==> config.mk <==
export PLATFORM = sky130hd
export DESIGN_NAME = bf16_addsub
export DESIGN_NICKNAME = d
export VERILOG_FILES = /design/src/rtl/bf16_addsub_pkg.sv /design/src/rtl/bf16_special.sv /design/src/rtl/bf16_align_mag.sv /design/src/rtl/bf16_lzd.sv /design/src/rtl/bf16_norm_pack.sv /design/src/rtl/bf16_addsub.sv
export SDC_FILE = /design/constraint.sdc
export NUM_CORES = 1
export LEC_CHECK = 0
export BUFFER_PORTS_ARGS = -buffer_cell sky130_fd_sc_hd__clkbuf_2
export CAP_MARGIN = 20
export CORE_UTILIZATION = 62
export CTS_BUF_LIST = sky130_fd_sc_hd__clkbuf_16
export CTS_CLUSTER_SIZE = 28
export DETAILED_ROUTE_END_ITERATION = 7
export HOLD_SLACK_MARGIN = 0.06
export PLACE_DENSITY = 0.82
export SYNTH_ARGS = -nofsm -noshare
export SYNTH_HDL_FRONTEND = slang
export SYNTH_SLANG_ARGS = --single-unit
export TNS_END_PERCENT = 1
==> constraint.sdc <==
create_clock -name clk -period 8.35 [get_ports clk]
set_clock_uncertainty 0.05 [all_clocks]
set_input_delay 1.67 -clock clk [delete_from_list [all_inputs] [get_ports clk]]
set_output_delay 1.67 -clock clk [all_outputs]
set_load 0.1 [all_outputs]
==> src/rtl/bf16_addsub_pkg.sv <==
package bf16_addsub_pkg;
  localparam int BF_EXP_W = 8;
  localparam int BF_MAN_W = 7;

  // Source of the value loaded into the result register
  typedef enum logic [1:0] {
    SEL_SPECIAL = 2'd0,
    SEL_GAP     = 2'd1,
    SEL_ARITH   = 2'd2
  } res_sel_e;
endpackage

==> src/rtl/bf16_special.sv <==
module bf16_special #(
  parameter int EXP_W = bf16_addsub_pkg::BF_EXP_W,
  parameter int MAN_W = bf16_addsub_pkg::BF_MAN_W,
  parameter int W     = 1 + EXP_W + MAN_W
) (
  input  logic [W-1:0] opa,
  input  logic [W-1:0] opb,
  output logic         take,
  output logic [W-1:0] val
);
  localparam logic [EXP_W-1:0] EMAX = '1;
  localparam logic [W-1:0] NEG_QNAN = {1'b1, EMAX, 1'b1, {(MAN_W-1){1'b0}}};

  logic             a_s, b_s;
  logic [EXP_W-1:0] a_e, b_e;
  logic [MAN_W-1:0] a_m, b_m;

  assign a_s = opa[W-1];
  assign b_s = opb[W-1];
  assign a_e = opa[W-2:MAN_W];
  assign b_e = opb[W-2:MAN_W];
  assign a_m = opa[MAN_W-1:0];
  assign b_m = opb[MAN_W-1:0];

  // Priority: A all-ones exponent, B all-ones exponent, A zero, B zero
  always_comb begin
    take = 1'b1;
    val  = opa;
    if (a_e == EMAX) begin
      if (a_m != '0)       val = opa;
      else if (b_e == EMAX) begin
        if (b_m != '0)     val = opb;
        else if (a_s == b_s) val = opb;
        else               val = NEG_QNAN;
      end else             val = opa;
    end else if (b_e == EMAX) begin
      val = opb;
    end else if (a_e == '0 && a_m == '0) begin
      val = opb;
    end else if (b_e == '0 && b_m == '0) begin
      val = opa;
    end else begin
      take = 1'b0;
    end
  end
endmodule

==> src/rtl/bf16_align_mag.sv <==
module bf16_align_mag #(
  parameter int EXP_W = bf16_addsub_pkg::BF_EXP_W,
  parameter int MAN_W = bf16_addsub_pkg::BF_MAN_W,
  parameter int W     = 1 + EXP_W + MAN_W,
  parameter int SIG_W = MAN_W + 1
) (
  input  logic [W-1:0]     opa,
  input  logic [W-1:0]     opb,
  output logic             gap_pass,
  output logic [W-1:0]     gap_val,
  output logic             eff_sub,
  output logic             res_sign,
  output logic [EXP_W-1:0] big_e,
  output logic [SIG_W:0]   mag
);
  logic             a_s, b_s;
  logic [EXP_W-1:0] a_e, b_e, gap;
  logic [SIG_W-1:0] sig_a, sig_b, al_a, al_b;

  assign a_s   = opa[W-1];
  assign b_s   = opb[W-1];
  assign a_e   = opa[W-2:MAN_W];
  assign b_e   = opb[W-2:MAN_W];
  // hidden one only for a nonzero exponent
  assign sig_a = {a_e != '0, opa[MAN_W-1:0]};
  assign sig_b = {b_e != '0, opb[MAN_W-1:0]};
  assign eff_sub = a_s ^ b_s;

  always_comb begin
    if (a_e >= b_e) begin
      gap     = a_e - b_e;
      big_e   = a_e;
      al_a    = sig_a;
      al_b    = sig_b >> gap;
      gap_val = opa;
    end else begin
      gap     = b_e - a_e;
      big_e   = b_e;
      al_a    = sig_a >> gap;
      al_b    = sig_b;
      gap_val = opb;
    end
    gap_pass = (gap >= EXP_W'(SIG_W));
  end

  always_comb begin
    if (!eff_sub) begin
      mag      = {1'b0, al_a} + {1'b0, al_b};
      res_sign = a_s;
    end else if (al_a >= al_b) begin
      mag      = {1'b0, al_a} - {1'b0, al_b};
      res_sign = a_s;
    end else begin
      mag      = {1'b0, al_b} - {1'b0, al_a};
      res_sign = b_s;
    end
  end
endmodule

==> src/rtl/bf16_lzd.sv <==
module bf16_lzd #(
  parameter int N  = bf16_addsub_pkg::BF_MAN_W + 1,
  parameter int CW = $clog2(N + 1)
) (
  input  logic [N-1:0]  vec,
  output logic [CW-1:0] zeros
);
  // Scan upward; the highest set bit is the last one written
  always_comb begin
    zeros = CW'(N);
    for (int i = 0; i < N; i++) begin
      if (vec[i]) zeros = CW'(N - 1 - i);
    end
  end
endmodule

==> src/rtl/bf16_norm_pack.sv <==
module bf16_norm_pack #(
  parameter int EXP_W = bf16_addsub_pkg::BF_EXP_W,
  parameter int MAN_W = bf16_addsub_pkg::BF_MAN_W,
  parameter int W     = 1 + EXP_W + MAN_W,
  parameter int SIG_W = MAN_W + 1
) (
  input  logic             eff_sub,
  input  logic             sign,
  input  logic [EXP_W-1:0] big_e,
  input  logic [SIG_W:0]   mag,
  output logic [W-1:0]     res
);
  localparam int CW = $clog2(SIG_W + 1);
  localparam logic [EXP_W-1:0] EMAX = '1;

  logic [CW-1:0]    lz;
  logic [EXP_W:0]   e_inc, lz_ext;
  logic [SIG_W-1:0] shl;

  bf16_lzd #(.N(SIG_W), .CW(CW)) u_lzd (
    .vec   (mag[SIG_W-1:0]),
    .zeros (lz)
  );

  assign e_inc  = {1'b0, big_e} + 1'b1;
  assign lz_ext = (EXP_W+1)'(lz);
  assign shl    = mag[SIG_W-1:0] << lz;

  always_comb begin
    if (!eff_sub) begin
      if (mag[SIG_W]) begin
        if (e_inc >= {1'b0, EMAX}) res = {sign, EMAX, {MAN_W{1'b0}}};
        else                       res = {sign, e_inc[EXP_W-1:0], mag[SIG_W-1:1]};
      end else begin
        res = {sign, big_e, mag[MAN_W-1:0]};
      end
    end else if (mag == '0) begin
      res = '0;
    end else if (lz == '0) begin
      res = {sign, big_e, mag[MAN_W-1:0]};
    end else if ({1'b0, big_e} <= lz_ext) begin
      res = '0;
    end else begin
      res = {sign, big_e - lz_ext[EXP_W-1:0], shl[MAN_W-1:0]};
    end
  end
endmodule

==> src/rtl/bf16_addsub.sv <==
module bf16_addsub
  import bf16_addsub_pkg::*;
#(
  parameter int EXP_W = BF_EXP_W,
  parameter int MAN_W = BF_MAN_W
) (
  input  logic                     clk,
  input  logic                     rst_n,
  input  logic                     in_valid,
  output logic                     in_ready,
  input  logic [EXP_W+MAN_W:0]     in_a,
  input  logic [EXP_W+MAN_W:0]     in_b,
  input  logic                     in_sub,
  output logic                     out_valid,
  input  logic                     out_ready,
  output logic [EXP_W+MAN_W:0]     out_sum
);
  localparam int W     = 1 + EXP_W + MAN_W;
  localparam int SIG_W = MAN_W + 1;
  localparam logic [EXP_W-1:0] EMAX = '1;
  localparam logic [W-1:0] NEG_QNAN = {1'b1, EMAX, 1'b1, {(MAN_W-1){1'b0}}};

  logic             s1_v;
  logic [W-1:0]     s1_a, s1_b;
  logic             s1_free, s2_free;

  logic             sp_take, gap_pass, eff_sub, res_sign;
  logic [W-1:0]     sp_val, gap_val, norm_res, res;
  logic [EXP_W-1:0] big_e;
  logic [SIG_W:0]   mag;
  res_sel_e         sel;

  assign s2_free  = !out_valid || out_ready;
  assign s1_free  = !s1_v || s2_free;
  assign in_ready = s1_free;

  // Operand stage; subtraction inverts the sign of B on capture
  always_ff @(posedge clk or negedge rst_n) begin
    if (!rst_n) begin
      s1_v <= 1'b0;
      s1_a <= '0;
      s1_b <= '0;
    end else if (s1_free) begin
      s1_v <= in_valid;
      if (in_valid) begin
        s1_a <= in_a;
        s1_b <= {in_b[W-1] ^ in_sub, in_b[W-2:0]};
      end
    end
  end

  bf16_special #(.EXP_W(EXP_W), .MAN_W(MAN_W), .W(W)) u_special (
    .opa (s1_a), .opb (s1_b), .take (sp_take), .val (sp_val)
  );

  bf16_align_mag #(.EXP_W(EXP_W), .MAN_W(MAN_W), .W(W), .SIG_W(SIG_W)) u_align (
    .opa (s1_a), .opb (s1_b), .gap_pass (gap_pass), .gap_val (gap_val),
    .eff_sub (eff_sub), .res_sign (res_sign), .big_e (big_e), .mag (mag)
  );

  bf16_norm_pack #(.EXP_W(EXP_W), .MAN_W(MAN_W), .W(W), .SIG_W(SIG_W)) u_norm (
    .eff_sub (eff_sub), .sign (res_sign), .big_e (big_e), .mag (mag), .res (norm_res)
  );

  always_comb begin
    if (sp_take)       sel = SEL_SPECIAL;
    else if (gap_pass) sel = SEL_GAP;
    else               sel = SEL_ARITH;
    case (sel)
      SEL_SPECIAL: res = sp_val;
      SEL_GAP:     res = gap_val;
      default:     res = norm_res;
    endcase
  end

  // Result stage
  always_ff @(posedge clk or negedge rst_n) begin
    if (!rst_n) begin
      out_valid <= 1'b0;
      out_sum   <= '0;
    end else if (s2_free) begin
      out_valid <= s1_v;
      if (s1_v) out_sum <= res;
    end
  end

  // stalled output is held
  p_hold_r10: assert property (@(posedge clk) disable iff (!rst_n)
    out_valid && !out_ready |=> out_valid && $stable(out_sum));

  // NaN in A reaches the output untouched
  p_nan_r1: assert property (@(posedge clk) disable iff (!rst_n)
    s1_v && s2_free && s1_a[W-2:MAN_W] == EMAX && s1_a[MAN_W-1:0] != '0
    |=> out_sum == $past(s1_a));

  // opposite infinities give the fixed negative quiet NaN
  p_inf_r2: assert property (@(posedge clk) disable iff (!rst_n)
    s1_v && s2_free && s1_a[W-2:0] == {EMAX, {MAN_W{1'b0}}}
    && s1_b[W-2:0] == {EMAX, {MAN_W{1'b0}}} && (s1_a[W-1] != s1_b[W-1])
    |=> out_sum == NEG_QNAN);

  // zero A passes B through
  p_zero_r3: assert property (@(posedge clk) disable iff (!rst_n)
    s1_v && s2_free && s1_a[W-2:0] == '0 |=> out_sum == $past(s1_b));

  // a renormalised difference always lowers the exponent
  p_norm_r8: assert property (@(posedge clk) disable iff (!rst_n)
    s1_v && sel == SEL_ARITH && eff_sub && mag != '0 && !mag[SIG_W-1]
    && norm_res != '0 |-> norm_res[W-2:MAN_W] < big_e);
endmodule

Yosys cells after proc, flatten, opt, wreduce, memory -nomap -nowiden
Cells that the tools add are included.
{"block": "totals", "regBits": 50, "output_inout_bits": 18}
{"block": "classes", "n_shift": 3, "n_bitwise": 2, "eq_ne": 4, "reduce_logical": 19, "add_sub_neg": 7, "n_lt_le_gt_ge": 5, "n_mux": 37}
{"op": "$mux 16", "count": 12}
{"op": "$mux 4", "count": 8}
{"op": "$mux 8", "count": 4}
{"op": "$pmux 16 s2", "count": 1}
{"op": "$mux 15", "count": 2}
{"op": "$mux 9", "count": 2}
{"op": "$sub 8x8->9", "count": 2}
{"op": "$eq 8x8->1 const B", "count": 2}
{"op": "$ge 8x8->1", "count": 2}
{"op": "$logic_not 8->1", "count": 2}
{"op": "$reduce_bool 8->1", "count": 2}
{"op": "$shr 8x8->8", "count": 2}
{"op": "$sub 8x8->8", "count": 2}
{"op": "$logic_not 7->1", "count": 2}
{"op": "$reduce_bool 7->1", "count": 2}
{"op": "$add 8x1->9 const B", "count": 1}
{"op": "$add 8x8->9", "count": 1}
{"op": "$ge 9x8->1 const B", "count": 1}
{"op": "$logic_not 9->1", "count": 1}
{"op": "$ge 8x4->1 const B", "count": 1}
{"op": "$le 8x4->1", "count": 1}
{"op": "$shl 8x4->7", "count": 1}
{"op": "$sub 8x4->8", "count": 1}
{"op": "$mux 1", "count": 6}
{"op": "10 further kinds", "count": 16}

Logic depth before layout (Yosys ltp)
{"block": "logic_depth", "word_depth": 20, "depth_mapped": 36}

Cells and area by module
A second synthesis with hierarchy kept.
{"block": "hier_totals", "cells_unflattened": 810, "area_unflattened_um2": 6949.2}
{"module": "bf16_align_mag", "cells_per_inst": 414, "instances": 1, "area_each_um2": 2927.8, "seq_area_each_um2": 0.0}
{"module": "bf16_addsub", "cells_per_inst": 183, "instances": 1, "area_each_um2": 2422.3, "seq_area_each_um2": 1251.2}
{"module": "bf16_norm_pack", "cells_per_inst": 148, "instances": 1, "area_each_um2": 1084.8, "seq_area_each_um2": 0.0}
{"module": "bf16_special", "cells_per_inst": 51, "instances": 1, "area_each_um2": 427.9, "seq_area_each_um2": 0.0}
{"module": "bf16_lzd", "cells_per_inst": 14, "instances": 1, "area_each_um2": 86.3, "seq_area_each_um2": 0.0}

Least setup slack after synthesis
No wires, ideal clock.
{"block": "synth_path", "path_kind": "reg-to-reg", "from": "register s1_a[7]", "to": "register out_sum[10]", "t_arrival_ns": 6.989, "slack_ns": 1.189, "setup_time_ns": 0.122, "t_required_ns": 8.178, "synth_period_minus_slack_ns": 7.161, "stages_incl_launch_ff": 33, "path_cell_list": "dfrtp_1 inv_1 ha_1 fa_1 nand2b_1 a21boi_1 o31a_1 buf_2 nor2_1 clkbuf_1 nor3_1 nand2_1 o21ai_0 ha_1 buf_6 or4_1 nor2_1 o221ai_1 o2111a_1 a211o_1 nor2_1 o31a_1 ha_1 fa_1 nor2b_1 o21ai_0 nand2b_1 a221oi_1 or2_0 clkbuf_1 o32ai_1 a221o_1 a22o_1"}
{"block": "synth_via", "elab_chain_cells": 20}
{"element": "start: declaration", "line_no": "bf16_addsub.sv:24", "text": "logic [W-1:0] s1_a, s1_b;"}
{"element": "start signal: assignment", "line_no": "bf16_addsub.sv:46", "text": "s1_a <= in_a;"}
{"element": "$sub 8x8->8, or another cell as far along", "line_no": "bf16_align_mag.sv:31", "text": "gap = a_e - b_e;"}
{"element": "$shr 8x8->8, on equally long branches", "line_no": "bf16_align_mag.sv:34, bf16_align_mag.sv:39"}
{"element": "$mux 8", "line_no": "bf16_align_mag.sv:30", "text": "if (a_e >= b_e) begin"}
{"element": "$sub 8x8->9, or another cell as far along", "line_no": "bf16_align_mag.sv:54", "text": "mag = {1'b0, al_b} - {1'b0, al_a};"}
{"element": "$mux 9", "line_no": "bf16_align_mag.sv:50", "text": "end else if (al_a >= al_b) begin"}
{"element": "$mux 9", "line_no": "bf16_align_mag.sv:47", "text": "if (!eff_sub) begin"}
{"element": "$mux 4 (8 in series)", "line_no": "bf16_lzd.sv:12", "text": "if (vec[i]) zeros = CW'(N - 1 - i);"}
{"element": "$sub 8x4->8 or $le 8x4->1 (tied branches)", "line_no": "bf16_norm_pack.sv:44, bf16_norm_pack.sv:41"}
{"element": "$mux 16", "line_no": "bf16_norm_pack.sv:41", "text": "end else if ({1'b0, big_e} <= lz_ext) begin"}
{"element": "$mux 16", "line_no": "bf16_norm_pack.sv:39", "text": "end else if (lz == '0) begin"}
{"element": "$mux 16", "line_no": "bf16_norm_pack.sv:37", "text": "end else if (mag == '0) begin"}
{"element": "$mux 16", "line_no": "bf16_norm_pack.sv:30", "text": "if (!eff_sub) begin"}
{"element": "$pmux 16 s2 *", "line_no": "bf16_addsub.sv:69", "text": "case (sel)"}
{"element": "end signal: assignment", "line_no": "bf16_addsub.sv:83", "text": "if (s1_v) out_sum <= res;"}
{"element": "end: declaration", "line_no": "bf16_addsub.sv:16", "text": "output logic [EXP_W+MAN_W:0] out_sum"}
Every way passes the cells marked *; elsewhere a longest branch is shown, timed or not.
A chain may end at the register's enable or synchronous reset.

Worst setup path after layout
{"block": "layout_path", "from": "register s1_a[8]", "to": "register out_sum[1]"}
{"block": "layout_via", "elab_chain_cells": 20}
{"element": "$sub 8x8->8, or another cell as far along", "line_no": "bf16_align_mag.sv:31"}
{"element": "$shr 8x8->8, on equally long branches", "line_no": "bf16_align_mag.sv:34, bf16_align_mag.sv:39"}
{"element": "$mux 8", "line_no": "bf16_align_mag.sv:30"}
{"element": "$sub 8x8->9, or another cell as far along", "line_no": "bf16_align_mag.sv:54"}
{"element": "$mux 9", "line_no": "bf16_align_mag.sv:50"}
{"element": "$mux 9", "line_no": "bf16_align_mag.sv:47"}
{"element": "$mux 4 (8 in series)", "line_no": "bf16_lzd.sv:12"}
{"element": "$le 8x4->1 or $shl 8x4->7 (tied branches)", "line_no": "bf16_norm_pack.sv:41, bf16_norm_pack.sv:27"}
{"element": "$mux 16", "line_no": "bf16_norm_pack.sv:41"}
{"element": "$mux 16", "line_no": "bf16_norm_pack.sv:39"}
{"element": "$mux 16", "line_no": "bf16_norm_pack.sv:37"}
{"element": "$mux 16", "line_no": "bf16_norm_pack.sv:30"}
{"element": "$pmux 16 s2 *", "line_no": "bf16_addsub.sv:69"}
Marks and branches as above.

==> impl_metrics.tcl <==
set metrics [dict create \
    die_area_um2 11000 \
    violations "design-rule violations" \
    synthCells 829 \
    syn_area_um2 6570 \
    cp_common_cell "ha_1" \
    grt_pass1_vias 6850 \
    ir_worst_vdd_uv 276 \
    port_buffers 54 \
    clock_sinks 50 \
    min_path_type "register to register" \
    nFillCells 843 \
    worstHoldEndpoint "out_sum[0]" \
    r2r_cells 32 \
    multi_input_area_um2 4970 \
    grt_util_all_layers 0.405 \
    path_clk_slew_ns 0.07 \
    seq_area_um2 1250 \
    pin_count 55 \
    holdPathStages 2 \
    cp.arrival_ns 8.14 \
    leakagePower_uw 0.00309 \
    antenna_found_initial 0 \
    synth-seq-area-share 0.190 \
    place_congestion 1.02 \
    post-route-period-util 0.962 \
    drc 11 \
    crit_path_max_incr_delay_ns 0.47 \
    crit_path_start_kind "register" \
    status "finished with violations" \
    worst-r2r-setup-slack_ns 0.32 \
    grt_pass1_wl_mm 35.3 \
    crit_start "s1_a[8]" \
    antenna_cells 0 \
    wire_per_inst_um 22.4 \
    critPathTopFamily "compound AO/OA/AOI/OAI gates" \
    syn_nets 918 \
    cts_tree "done" \
    timing.final.hold_violations 0 \
    syn_to_final_growth_pct 9.73 \
    yosys_warnings 0 \
    path_class "register to register" \
    tightest_slew_ns 1.06 \
    first_iter_violations 1029 \
    core_area_um2 10300 \
    viasPerCell 7.16 \
    dr.pass1.iters 8 \
    crit_buf_inv 2 \
    slew_violations 0 \
    layout_min_cycle_time_ns 8.03 \
    worstPathMaxFanout 14 \
    h-tree-depth 2 \
    powerDensity_nw_per_um2 418 \
    end_kind "register" \
    ys.flop_type "dfrtp_1" \
    power.total_uw 3010 \
    cp.required_ns 8.46 \
    maxCapViolCount 0 \
    cts_buffers 5 \
    die_h_um 105 \
    gr-total-overflow 0 \
    dpl.cell_count 1006 \
    r2r_end "out_sum[1]" \
    relSlewSlack 0.291 \
    synth_edf_count 0 \
    grt_max_degree 51 \
    cts_root_buffer "clkbuf_16" \
    antenna_left 0 \
    routed_wirelength_mm 22.8 \
    dieWidth_um 105 \
    initial_core_util 0.637 \
    fin_cells 1016 \
    vias 7272 \
    syn_avg_cell_area_um2 7.93 \
    clk_latency_ns 0.30 \
    worstHoldStart "out_sum[0]" \
    finalNetCount 968 \
    yosysUniqueCellTypes 87 \
    cts_buffer_depth 2 \
    async_flop_share 1.00 \
    max_freq_mhz 125 \
    critPathSlowestCell "dfrtp_2" \
    r2r-start "s1_a[8]" \
    setup_viol 0 \
    drive_gt1_frac 0.180 \
    dpl.hpwl_mm 17.3 \
    ys_seq_elements 50 \
    rows 37 \
]
[tightest hold or removal path: cells and delay by family, from the launching register on]
family	cells	cell delay (ns)
AOI/OAI and AO/OA	1	0.06
DFF	1	0.35
and+or+nand+nor	1	0.05
[how the worst max path moves through the flow]
stage	to	slack (ns)	cells past startpoint
4_1_cts	out_sum[14]	0.18	31
3_5_place_dp	out_sum[14]	0.23	31
6_report	out_sum[1]	0.32	32
3_3_place_gp	out_sum[11]	0.46	31
2_1_floorplan	out_sum[10]	1.19	32
5_1_grt	out_sum[1]	-0.06	31
[power by group]
part	total (µW)	internal (µW)	switching, µW
clock	210	111	99.8
sequential	368	299	68.7
combinational	2440	832	1600
total	3010	1240	1770
[layout make-up]
| cell class | instances | area share |
|---|---|---|
| repair buffers | 86 | 0.0708 |
| flip-flops and latches | 50 | 0.174 |
| well taps | 136 | 0.0236 |
| clock inverters | 3 | 0.00226 |
| inverters | 45 | 0.0234 |
| clock buffers | 5 | 0.0173 |
| multi-input cells | 691 | 0.689 |
[metrics by stage]
step / worst slack [ns] / instance area, µm² / util / TNS [ns] / hold WS [ns]
floorplan: 1.19 / 6570 / - / 0 / 0.421
global placement: 0.460 / 7040 / 0.682 / 0 / 0.417
detailed placement: 0.228 / 7040 / 0.682 / 0 / 0.428
CTS: 0.183 / 7180 / 0.695 / 0 / 0.443
global route: -0.0571 / 7210 / 0.699 / -0.0848 / 0.498
finish: 0.321 / 7210 / 0.699 / 0 / 0.440
[cells in the mapped netlist (21+ instances only)]
cell type,n,area [µm²]
nand2_1,83,312
o21ai_0,59,295
nor2_1,54,203
dfrtp_1,50,1250
ha_1,46,576
inv_1,45,169
a21oi_1,43,215
mux2_2,38,428
clkbuf_1,29,109
nand3_1,29,145
nor3_1,21,105
[kinds of logic (layout without fill, tap and decap cells)]
family / after synthesis / after routing / share of synthesized area
AND/OR/NAND/NOR: 282 / 282 / 0.214
adder cells (fa/ha/maj): 52 / 52 / 0.106
flip-flops: 50 / 50 / 0.190
multiplexers: 53 / 53 / 0.0887
AO/OA/AOI/OAI: 287 / 287 / 0.322
buffers and inverters: 88 / 139 / 0.0563
XOR/XNOR: 17 / 17 / 0.0227
[registers in the layout, indices dropped and copies added (netlist names)]
signal / flops
s1_a: 16
s1_v: 1
s1_b: 16
out_valid: 1
out_sum: 16
[layer usage]
layer / vias to the layer above / share of wire / GRT usage
met4: 0 / 0.051 / 0.186
met1: 3337 / 0.39 / 0.517
met5: - / 0 / 0
met2: 561 / 0.43 / 0.638
met3: 120 / 0.12 / 0.107
li1: 3254 / - / -
[layout by cell type, fill, tap and decap left out, types with 10 or more instances in the layout]
| master | synthesis | routed |
|---|---|---|
| a211oi_1 | 10 | 10 |
| a21o_1 | 10 | 10 |
| a21oi_1 | 43 | 43 |
| and3_1 | 12 | 11 |
| buf_4 | 1 | 32 |
| clkbuf_2 | 0 | 54 |
| dfrtp_1 | 50 | 49 |
| ha_1 | 46 | 45 |
| inv_1 | 45 | 46 |
| mux2_2 | 38 | 38 |
| mux2i_1 | 14 | 13 |
| nand2_1 | 83 | 83 |
| nand2b_1 | 11 | 11 |
| nand3_1 | 29 | 29 |
| nor2_1 | 54 | 54 |
| nor2b_1 | 14 | 14 |
| nor3_1 | 21 | 19 |
| o211ai_1 | 13 | 13 |
| o21ai_0 | 59 | 57 |
| o21ai_1 | 9 | 11 |
| o221ai_1 | 14 | 14 |
| xnor2_1 | 12 | 12 |
[repair_timing]
| item | CTS | global route |
|---|---|---|
| hold buffers | 0 | 0 |
| resized for setup | 0 | 8 |
| buffers inserted | 0 | 2 |
| endpoints found under the setup margin | 0 | 15 |
(Power assumes the default switching activity.)
